### src/rtl/cfg_port_pkg.sv
package cfg_port_pkg;

    localparam logic [7:0] KEY_B0     = 8'h87;
    localparam logic [7:0] KEY_B1     = 8'h01;
    localparam logic [7:0] KEY_B2     = 8'h55;
    localparam logic [7:0] EXIT_IDX   = 8'h02;
    localparam logic [7:0] EXIT_VAL   = 8'h02;
    localparam logic [7:0] IDX_DEVSEL = 8'h07;
    localparam logic [7:0] IDX_ID_HI  = 8'h20;
    localparam logic [7:0] IDX_ID_LO  = 8'h21;
    localparam logic [7:0] IDX_FCTRL  = 8'h24;
    localparam logic [7:0] IDX_BASE_H = 8'h64;
    localparam logic [7:0] IDX_BASE_L = 8'h65;
    localparam logic [7:0] FLASH_DEV  = 8'h07;
    localparam logic [7:0] CLOSED_RD  = 8'hFF;

    typedef enum logic [1:0] {
        KS_IDLE,
        KS_GOT1,
        KS_GOT2,
        KS_GOT3
    } key_step_e;

    // Final key byte depends on the strapped base address.
    function automatic logic [7:0] final_key(input logic [15:0] base);
        return (base == 16'h002E) ? 8'h55 : 8'hAA;
    endfunction

endpackage

### src/rtl/cfg_key_fsm.sv
module cfg_key_fsm
    import cfg_port_pkg::*;
#(
    parameter logic [7:0] KEY_LAST = 8'h55
) (
    input  logic       clk,
    input  logic       rst_n,
    input  logic       key_wr,
    input  logic [7:0] key_byte,
    input  logic       relock,
    output logic       open
);

    typedef struct packed {
        key_step_e step;
        logic      open;
    } key_state_t;

    key_state_t s_d, s_q;

    // A mismatch restarts; a mismatching 0x87 is itself a first byte.
    function automatic key_step_e restart(input logic [7:0] b);
        return (b == KEY_B0) ? KS_GOT1 : KS_IDLE;
    endfunction

    always_comb begin
        s_d = s_q;
        if (relock) begin
            s_d.open = 1'b0;
            s_d.step = KS_IDLE;
        end else if (key_wr && !s_q.open) begin
            unique case (s_q.step)
                KS_IDLE: s_d.step = restart(key_byte);
                KS_GOT1: s_d.step = (key_byte == KEY_B1) ? KS_GOT2 : restart(key_byte);
                KS_GOT2: s_d.step = (key_byte == KEY_B2) ? KS_GOT3 : restart(key_byte);
                KS_GOT3: begin
                    if (key_byte == KEY_LAST) begin
                        s_d.open = 1'b1;
                        s_d.step = KS_IDLE;
                    end else begin
                        s_d.step = restart(key_byte);
                    end
                end
                default: s_d.step = KS_IDLE;
            endcase
        end
    end

    always_ff @(posedge clk) begin
        if (!rst_n) begin
            s_q.step <= KS_IDLE;
            s_q.open <= 1'b0;
        end else begin
            s_q <= s_d;
        end
    end

    assign open = s_q.open;

    // opening is always caused by the final key byte
    assert_open_by_key_R1: assert property (@(posedge clk) disable iff (!rst_n)
        $rose(s_q.open) |-> $past(key_wr && key_byte == KEY_LAST));

    // key bytes never reach the detector while it is open
    assert_no_key_when_open_R1: assert property (@(posedge clk) disable iff (!rst_n)
        s_q.open |-> (s_q.step == KS_IDLE));

endmodule

### src/rtl/cfg_regfile.sv
module cfg_regfile
    import cfg_port_pkg::*;
#(
    parameter logic [15:0] CHIP_ID = 16'h8716
) (
    input  logic        clk,
    input  logic        rst_n,
    input  logic        we,
    input  logic [7:0]  idx,
    input  logic [7:0]  wdata,
    output logic [7:0]  rdata,
    output logic        flash_suspend,
    output logic [2:0]  flash_seg_en,
    output logic        flash_host_wr,
    output logic        flash_pin_sel,
    output logic [15:0] flash_base
);

    typedef struct packed {
        logic [7:0] devsel;
        logic [7:0] fctrl;
        logic [7:0] base_hi;
        logic [7:0] base_lo;
    } reg_state_t;

    reg_state_t r_d, r_q;
    logic       flash_dev;

    assign flash_dev = (r_q.devsel == FLASH_DEV);

    always_comb begin
        r_d = r_q;
        if (we) begin
            unique case (idx)
                IDX_DEVSEL: r_d.devsel = wdata;
                IDX_FCTRL:  r_d.fctrl  = wdata;
                IDX_BASE_H: if (flash_dev) r_d.base_hi = wdata;
                IDX_BASE_L: if (flash_dev) r_d.base_lo = wdata;
                default: ;
            endcase
        end
    end

    always_comb begin
        unique case (idx)
            IDX_ID_HI:  rdata = CHIP_ID[15:8];
            IDX_ID_LO:  rdata = CHIP_ID[7:0];
            IDX_DEVSEL: rdata = r_q.devsel;
            IDX_FCTRL:  rdata = r_q.fctrl;
            IDX_BASE_H: rdata = flash_dev ? r_q.base_hi : 8'h00;
            IDX_BASE_L: rdata = flash_dev ? r_q.base_lo : 8'h00;
            default:    rdata = 8'h00;
        endcase
    end

    always_ff @(posedge clk) begin
        if (!rst_n) begin
            r_q <= '0;
        end else begin
            r_q <= r_d;
        end
    end

    assign flash_suspend = r_q.fctrl[0];
    assign flash_seg_en  = r_q.fctrl[3:1];
    assign flash_host_wr = r_q.fctrl[4];
    assign flash_pin_sel = r_q.fctrl[5];
    assign flash_base    = {r_q.base_hi, r_q.base_lo};

    // base pair moves only on a write to it with the flash device selected
    assert_base_guarded_R7: assert property (@(posedge clk) disable iff (!rst_n)
        !(we && r_q.devsel == FLASH_DEV && (idx == IDX_BASE_H || idx == IDX_BASE_L))
        |=> $stable(flash_base));

    // control outputs move only on a write to the control index
    assert_fctrl_guarded_R8: assert property (@(posedge clk) disable iff (!rst_n)
        !(we && idx == IDX_FCTRL)
        |=> $stable({flash_pin_sel, flash_host_wr, flash_seg_en, flash_suspend}));

endmodule

### src/rtl/cfg_unlock_port.sv
module cfg_unlock_port
    import cfg_port_pkg::*;
#(
    parameter logic [15:0] PORT_BASE = 16'h002E,
    parameter logic [15:0] CHIP_ID   = 16'h8716
) (
    input  logic        clk,
    input  logic        rst_n,
    input  logic [15:0] bus_addr,
    input  logic        wr_en,
    input  logic        rd_en,
    input  logic [7:0]  wr_data,
    output logic [7:0]  rd_data,
    output logic        rd_valid,
    output logic        cfg_open,
    output logic        flash_suspend,
    output logic [2:0]  flash_seg_en,
    output logic        flash_host_wr,
    output logic        flash_pin_sel,
    output logic [15:0] flash_base
);

    localparam logic [15:0] DATA_ADDR = PORT_BASE + 16'd1;
    localparam logic [7:0]  KEY_LAST  = final_key(PORT_BASE);

    typedef struct packed {
        logic [7:0] index;
        logic [7:0] rdata;
        logic       rvalid;
    } port_state_t;

    port_state_t p_d, p_q;

    logic       hit_idx, hit_dat, open;
    logic       key_wr, relock, reg_we;
    logic [7:0] reg_rdata;

    assign hit_idx = (bus_addr == PORT_BASE);
    assign hit_dat = (bus_addr == DATA_ADDR);
    assign key_wr  = wr_en && hit_idx && !open;
    assign relock  = wr_en && hit_dat && open
                     && p_q.index == EXIT_IDX && wr_data == EXIT_VAL;
    assign reg_we  = wr_en && hit_dat && open && !relock;

    cfg_key_fsm #(
        .KEY_LAST (KEY_LAST)
    ) u_key (
        .clk      (clk),
        .rst_n    (rst_n),
        .key_wr   (key_wr),
        .key_byte (wr_data),
        .relock   (relock),
        .open     (open)
    );

    cfg_regfile #(
        .CHIP_ID (CHIP_ID)
    ) u_regs (
        .clk           (clk),
        .rst_n         (rst_n),
        .we            (reg_we),
        .idx           (p_q.index),
        .wdata         (wr_data),
        .rdata         (reg_rdata),
        .flash_suspend (flash_suspend),
        .flash_seg_en  (flash_seg_en),
        .flash_host_wr (flash_host_wr),
        .flash_pin_sel (flash_pin_sel),
        .flash_base    (flash_base)
    );

    always_comb begin
        p_d        = p_q;
        p_d.rvalid = rd_en && (hit_idx || hit_dat);
        if (wr_en && hit_idx && open) begin
            p_d.index = wr_data;
        end
        if (rd_en && (hit_idx || hit_dat)) begin
            if (!open)        p_d.rdata = CLOSED_RD;
            else if (hit_dat) p_d.rdata = reg_rdata;
            else              p_d.rdata = p_q.index;
        end
    end

    always_ff @(posedge clk) begin
        if (!rst_n) begin
            p_q.index  <= '0;
            p_q.rdata  <= '0;
            p_q.rvalid <= 1'b0;
        end else begin
            p_q <= p_d;
        end
    end

    assign rd_data  = p_q.rdata;
    assign rd_valid = p_q.rvalid;
    assign cfg_open = open;

    // the exit write closes the window on the next cycle
    assert_exit_closes_R3: assert property (@(posedge clk) disable iff (!rst_n)
        (cfg_open && wr_en && hit_dat && p_q.index == EXIT_IDX && wr_data == EXIT_VAL)
        |=> !cfg_open);

    // a read issued while closed returns the fill byte
    assert_closed_read_R4: assert property (@(posedge clk) disable iff (!rst_n)
        (rd_en && (hit_idx || hit_dat) && !cfg_open) |=> (rd_valid && rd_data == CLOSED_RD));

    // a read result follows its strobe by one cycle
    assert_read_latency_R5: assert property (@(posedge clk) disable iff (!rst_n)
        rd_valid |-> $past(rd_en && (hit_idx || hit_dat)));

    // closed-window data writes leave the control outputs alone
    assert_closed_write_R4: assert property (@(posedge clk) disable iff (!rst_n)
        (!cfg_open && wr_en && hit_dat)
        |=> $stable({flash_base, flash_pin_sel, flash_host_wr, flash_seg_en, flash_suspend}));

endmodule

### config.mk
export PLATFORM = sky130hd
export DESIGN_NAME = cfg_unlock_port
export DESIGN_NICKNAME = d
export VERILOG_FILES = /design/src/rtl/cfg_port_pkg.sv /design/src/rtl/cfg_key_fsm.sv /design/src/rtl/cfg_regfile.sv /design/src/rtl/cfg_unlock_port.sv
export SDC_FILE = /design/constraint.sdc
export NUM_CORES = 1
export LEC_CHECK = 0
export BUFFER_PORTS_ARGS = -buffer_cell sky130_fd_sc_hd__buf_2
export CAP_MARGIN = 20
export CELL_PAD_IN_SITES_DETAIL_PLACEMENT = 0
export CELL_PAD_IN_SITES_GLOBAL_PLACEMENT = 1
export CORE_MARGIN = 8
export CORE_UTILIZATION = 45
export CTS_CLUSTER_DIAMETER = 60
export DETAILED_ROUTE_END_ITERATION = 16
export GPL_TIMING_DRIVEN = 0
export PLACE_DENSITY = 0.93
export SLEW_MARGIN = 15
export SYNTH_ARGS = -nofsm -noshare
export SYNTH_HDL_FRONTEND = slang
export SYNTH_SLANG_ARGS = --single-unit
### constraint.sdc
create_clock -name clk -period 3.5 [get_ports clk]
set_input_delay 0.35 -clock clk [delete_from_list [all_inputs] [get_ports clk]]
set_output_delay 0.35 -clock clk [all_outputs]
set_load 0.02 [all_outputs]
==> flow_summary.toml, run 1 <==
[synthesis]
async_flop_share_pct = 0
yosys_warnings = 0
synth.area.top_cells = "dfxtp_1 35%, mux2i_1 17%, buf_4 7.1%"
synthDistinctLibCells = 46
syn_area_per_cell_um2 = 9.07
synth_cells = 326
synth_edf_count = 0
synth_area_um2 = 2960
synth.top_cell.area_share_pct = 35.2
yosysTopAreaCell = "dfxtp_1"
yosysSeqAreaShare_pct = 35.2
yosys_most_used_dff = "dfxtp_1"
synth_nets = 354
synth_seq_cells = 52

[min_path]
hold_start = "rd_en"
min_to = "rd_valid"
hold_path_class = "in2reg"
holdPathStages = 2

[grt]
antenna_found_initial = 0
track_usage_pct = 16.3
grt_pass1_wl_mm = 12.7
grt_pass1_vias = 2504
overflow = 0
grt_max_degree = 15

[power]
power.switching_w = 0.000230
p_int_w = 0.000819
switching_share_pct = 21.9
p_clk_share_pct = 38.2
power.density_nw_per_um2 = 306
leakage_nw = 1.57
p_comb_share_pct = 5.5
pwr-share-seq_pct = 56.3
ir_worst_vdd_v = 0.000367

[critical_path]
end_kind = "flop"
ff2ff_setup_slack_ps = 960
critPathLaunchType = "flop"
r2r-start = "p_q[9]"
worstSetupStartpoint = "p_q[9]"
path_max_fanout = 10
r2r-end = "rd_data[5]"
crit_type = "reg2reg"
required_ps = 3700
rr_worst_depth = 6
arrival_ps = 2740

[die]
start_util_pct = 46.6
std_cell_rows = 29
die_w_um = 97.1
die_area_um2 = 9420
fp.coreArea_um2 = 6350
ios = 60
die_h_um = 97.1

[timing]
fin_crit_ps = 2540
post-route-period-util_pct = 72.7
slew_headroom_pct = 44.8
worst_clock_skew_ps = 7.41
holdWs_ps = 295
rsz0062_at_grt = "false"
hold_viol = 0
slew_violations = 0
setup_tns_ps = 0
worst_slack_ps = 956
worstMarginPinSlew_ps = 828
final-setup-viol-count = 0
clock.fmax_ghz = 0.393

[layout]
seq_area_um2 = 1040
antenna_cells = 0
area_delta_synth_final_pct = 16.1
fin_nets = 417
multi_input_area_um2 = 1630
n_fill_cell = 611
instances_no_fill = 465
design_area_um2 = 3430
drive_gt1_share_pct = 26.0

[cts]
hold_buffers = 0
cts_tree = "yes"
ctsResizeCount = 0
root_buffer = "clkbuf_8"
post_cts_buffers = 0
cts_buffer_depth = 2
cts.sinks = 52
clkTransAtPathRegs_ps = 90
cts_buffers = 5
htreeDepth = 2
clk_latency_ps = 310

[route]
routed_wl_mm = 7.81
viasPerCell = 5.49
final_antenna_net_count = 0
drc_errors = 0
first_pass_iters = 4
routedWlPerCell_um = 16.8
num_vias = 2555
first_iter_violations = 115

[place]
dp_hpwl_mm = 5.93
placed_area_um2 = 3330
gp_congestion = 0.953
placedCellCount = 459
dp_slack_ps = 1000
io_buffers = 56

[outcome]
status = "finished clean"

[run]
drv_cap = 0
[final cells by class]
type	instances	area share, %
Buffer	44	8.13
Inverter	2	0.219
Clock buffer	5	2.01
Timing Repair Buffer	56	8.17
Sequential cell	52	30.3
Tap cell	77	2.81
Clock inverter	1	0.875
Multi-Input combinational cell	228	47.5
[stage by stage]
stage	power [W]	utilization, %
final	0.00105	54.0
after global routing	0.00108	54.0
after floorplan	0.000630	-
after CTS	0.00106	54.0
after global placement	0.000662	52.5
after detailed placement	0.000663	52.5
[power by group through the flow]
stage / sequential (W) / combinational, W / clock (W)
after detailed placement: 0.000605 / 0.0000580 / 0
after global routing: 0.000591 / 0.0000634 / 0.000427
after floorplan: 0.000605 / 0.0000255 / 0
after CTS: 0.000591 / 0.0000581 / 0.000407
final: 0.000591 / 0.0000580 / 0.000400
after global placement: 0.000605 / 0.0000574 / 0
[Yosys cell counts (all sizes together) (4+ instances only)]
library cell / number
clkbuf: 11
nor3b: 5
and4b: 4
buf: 33
nor3: 4
a31oi: 6
nor4bb: 4
mux2i: 50
and3: 6
nor4b: 4
dfxtp: 52
o21ai: 19
nor2b: 26
nand4: 5
nor2: 16
nand3: 5
nand2: 34
nor4: 6
[sequential cells by signal (all words and copies together), names as in the netlist]
register	cells
u_regs.flash_base	16
u_regs.r_q	10
p_q	8
rd_data	8
u_regs.flash_seg_en	3
u_key.s_q	2
rd_valid	1
u_key.open	1
u_regs.flash_host_wr	1
u_regs.flash_pin_sel	1
u_regs.flash_suspend	1
[how the worst max path moves through the flow]
stage	end	slack, ps	cells past startpoint
4_1_cts	rd_data[5]	980	6
2_1_floorplan	u_key.open	1400	5
3_5_place_dp	rd_data[5]	1000	6
3_3_place_gp	rd_data[5]	980	6
6_report	rd_data[5]	960	6
5_1_grt	rd_data[5]	840	6
[per-layer routing]
metal	track usage, %	part of all wire [%]	wire [um]
met2	25.6	47	3650
met3	3.77	5.0	394
met5	0	0	0
met4	6.27	1.5	120
met1	21.0	47	3640
[critical path: stages (launching register included)]
cell,delay (ps)
dfxtp_1,500
clkbuf_1,400
buf_1,680
mux2i_1,300
o21ai_0,120
a221oi_1,360
nor2_1,60
[cells by family (layout without fill, tap and decap cells)]
group                  count (synthesis)  count (layout)  share of synthesized area (%)
buffers and inverters                 46             108                           9.69
and+or+nand+nor                      137             137                           28.2
muxes                                 50              50                           16.9
AOI/OAI and AO/OA                     41              41                           9.95
DFF                                   52              52                           35.2
[cell usage in the layout (no fill, tap or decap), drive strengths merged]
| cell | Yosys | layout |
|---|---|---|
| inv | 2 | 2 |
| mux2i | 50 | 50 |
| o21ai | 19 | 19 |
| and4 | 1 | 1 |
| or4b | 3 | 3 |
| a31oi | 6 | 6 |
| clkbuf | 11 | 16 |
| o211ai | 3 | 3 |
| a221oi | 3 | 3 |
| nor2 | 16 | 16 |
| a41oi | 1 | 1 |
| a21oi | 2 | 2 |
| nor4 | 6 | 6 |
| nand3b | 1 | 1 |
| nand3 | 5 | 5 |
| dfxtp | 52 | 52 |
| nor4b | 4 | 4 |
| nor3 | 4 | 4 |
| and4b | 4 | 4 |
| or3 | 2 | 2 |
| or4 | 3 | 3 |
| bufinv | 0 | 1 |
| nor3b | 5 | 5 |
| and3 | 6 | 6 |
| nand4b | 3 | 3 |
| nand4 | 5 | 5 |
| o2bb2ai | 2 | 2 |
| o41ai | 1 | 1 |
| nand2b | 1 | 1 |
| nor4bb | 4 | 4 |
| a32o | 3 | 3 |
| and4bb | 1 | 1 |
| nor2b | 26 | 26 |
| nand2 | 34 | 34 |
| a211oi | 1 | 1 |
| buf | 33 | 89 |
| and2 | 3 | 3 |
(Power assumes the default switching activity.)
==> inputs of run 2 (changes only) <==
Settings changed: ABC_AREA from default to 1, CORE_UTILIZATION 45 to 35, PLACE_DENSITY 0.93 to 0.83.
Clock period 3.5 ns to 2.3 ns, I/O delays scaled along.
==> flow_summary.toml, run 2 <==
[timing]
fin_crit_ps = 1750
worst_slack_ps = 551
slew_violations = 0
clock.fmax_ghz = 0.572
rsz0062_at_grt = "false"
hold_viol = 0
worst_clock_skew_ps = 9.95
setup_tns_ps = 0
post-route-period-util_pct = 76.1
worstMarginPinSlew_ps = 508
slew_headroom_pct = 66.0
final-setup-viol-count = 0

[die]
ios = 60
std_cell_rows = 35
die_area_um2 = 12700
start_util_pct = 35.7
die_h_um = 113
fp.coreArea_um2 = 9200
die_w_um = 113

[critical_path]
critPathLaunchType = "flop"
cpMostUsedCell = "buf_4"
end_kind = "flop"
critPathBufInv = 3
cp_cell_sequence = "buf_4, nand2_2, inv_1, nand4_1, nor2_2, buf_4, nand3_1, nand2_1, nor2_1"
crit_family = "simple AND/OR/NAND/NOR gates"
arrival_ps = 1960
slowest_delay_ps = 340
crit_type = "reg2reg"
path_max_fanout = 10
required_ps = 2510
crit_slowest_cell = "nor2_2"

[synthesis]
synth_nets = 548
yosys_warnings = 0
synth_cells = 520
syn_area_per_cell_um2 = 6.32
yosysSeqAreaShare_pct = 31.7
synth_common_cells = "139 x nand2_1, 105 x nor2_1, 52 x dfxtp_1, 51 x inv_1, 35 x nand3_1"
synth.area.top_cells = "dfxtp_1 32%, nand2_1 16%, nor2_1 12%"
synth_edf_count = 0
synth.top_cell.area_share_pct = 31.7
async_flop_share_pct = 0
yosys_most_used_dff = "dfxtp_1"
synth_area_um2 = 3290
yosysMostFrequentCell = "nand2_1"
synthDistinctLibCells = 28
synth_seq_cells = 52
yosysTopAreaCell = "dfxtp_1"

[layout]
antenna_cells = 0
largest_reg_flops = 16
fin_nets = 613
layout_common_cells = "139 x nand2_1, 105 x nor2_1, 59 x buf_2"
drive_gt1_share_pct = 25.4
design_area_um2 = 3810
layout_commonest_cell = "nand2_1"
area_delta_synth_final_pct = 15.9

[route]
routed_wl_mm = 9.12
routedWlPerCell_um = 13.1
num_vias = 3185
first_iter_violations = 171
final_antenna_net_count = 0
viasPerCell = 4.57
drc_errors = 0
first_pass_iters = 4

[place]
dp_slack_ps = 530
dp_hpwl_mm = 7.32
placed_area_um2 = 3720
gp_congestion = 0.865
io_buffers = 58

[cts]
ctsResizeCount = 0
clkTransAtPathRegs_ps = 100
root_buffer = "clkbuf_8"
cts_buffer_depth = 2
cts_tree = "yes"
post_cts_buffers = 0
hold_buffers = 0
cts_buffers = 5
cts.sinks = 52
clk_latency_ps = 310
htreeDepth = 2

[power]
power.density_nw_per_um2 = 406
report.power.total_w = 0.00155
leakage_nw = 1.97
ir_worst_vdd_v = 0.000267

[grt]
antenna_found_initial = 0
track_usage_pct = 14.9
grt_pass1_vias = 3197
grt_pass1_wl_mm = 15.4
grt_max_degree = 16
overflow = 0

[outcome]
status = "finished clean"

[run]
drv_cap = 0

[min_path]
hold_path_class = "in2reg"
## run 2: through the flow
step	instances	hold WS (ps)	util (%)
floorplan	520	365	-
global placement	689	457	40.4
detailed placement	689	464	40.4
CTS	697	173	41.4
global route	697	176	41.4
finish	697	181	41.4
## run 2: final timing paths
| path | from | end | slack (ps) | depth (start not counted) |
|---|---|---|---|---|
| hold reg to reg | u_regs.r_q[23] | u_regs.r_q[23] | 480 | 2 |
| setup / recovery | u_key.open | u_regs.r_q[31] | 550 | 9 |
| hold / removal | rd_en | rd_valid | 180 | 2 |
| setup reg to reg | u_key.open | u_regs.r_q[31] | 550 | 9 |
## run 2: kinds of logic (layout without fill, tap and decap cells)
kind of cell / after synthesis / in the layout / share of synthesized area [%]
AND/OR/NAND/NOR: 333 / 333 / 46.8
buffers and inverters: 99 / 165 / 15.8
flip-flops: 52 / 52 / 31.7
AO/OA/AOI/OAI: 36 / 36 / 5.71
## run 2: final cells by class
type,instances,area [um2]
Fill cell,1012,5390
Multi-Input combinational cell,369,1730
Sequential cell,52,1040
Buffer,40,298
Timing Repair Buffer,58,290
Inverter,59,221
Tap cell,111,139
Clock buffer,6,82.6
Clock inverter,2,10.0
## run 2: worst register-to-register path, stage by stage, from the launching register on
cell and delay [ps]:
dfxtp_1 330, buf_4 160, nand2_2 120, inv_1 70, nand4_1 210, nor2_2 340, buf_4 230, nand3_1 80
nand2_1 70, nor2_1 50
## run 2: where the power goes
group	switching, W	internal, W
combinational	0.0000596	0.0000294
sequential	0.00000000242	0.000900
clock	0.000318	0.000241
total	0.000377	0.00117
## run 2: layer usage
layer | vias up | GRT usage, % | share of wire, %
met5 | - | 0 | 0
met4 | 0 | 6.39 | 2.7
met3 | 15 | 2.93 | 4.8
met2 | 76 | 25.2 | 45
met1 | 1397 | 18.0 | 47
li1 | 1697 | - | -
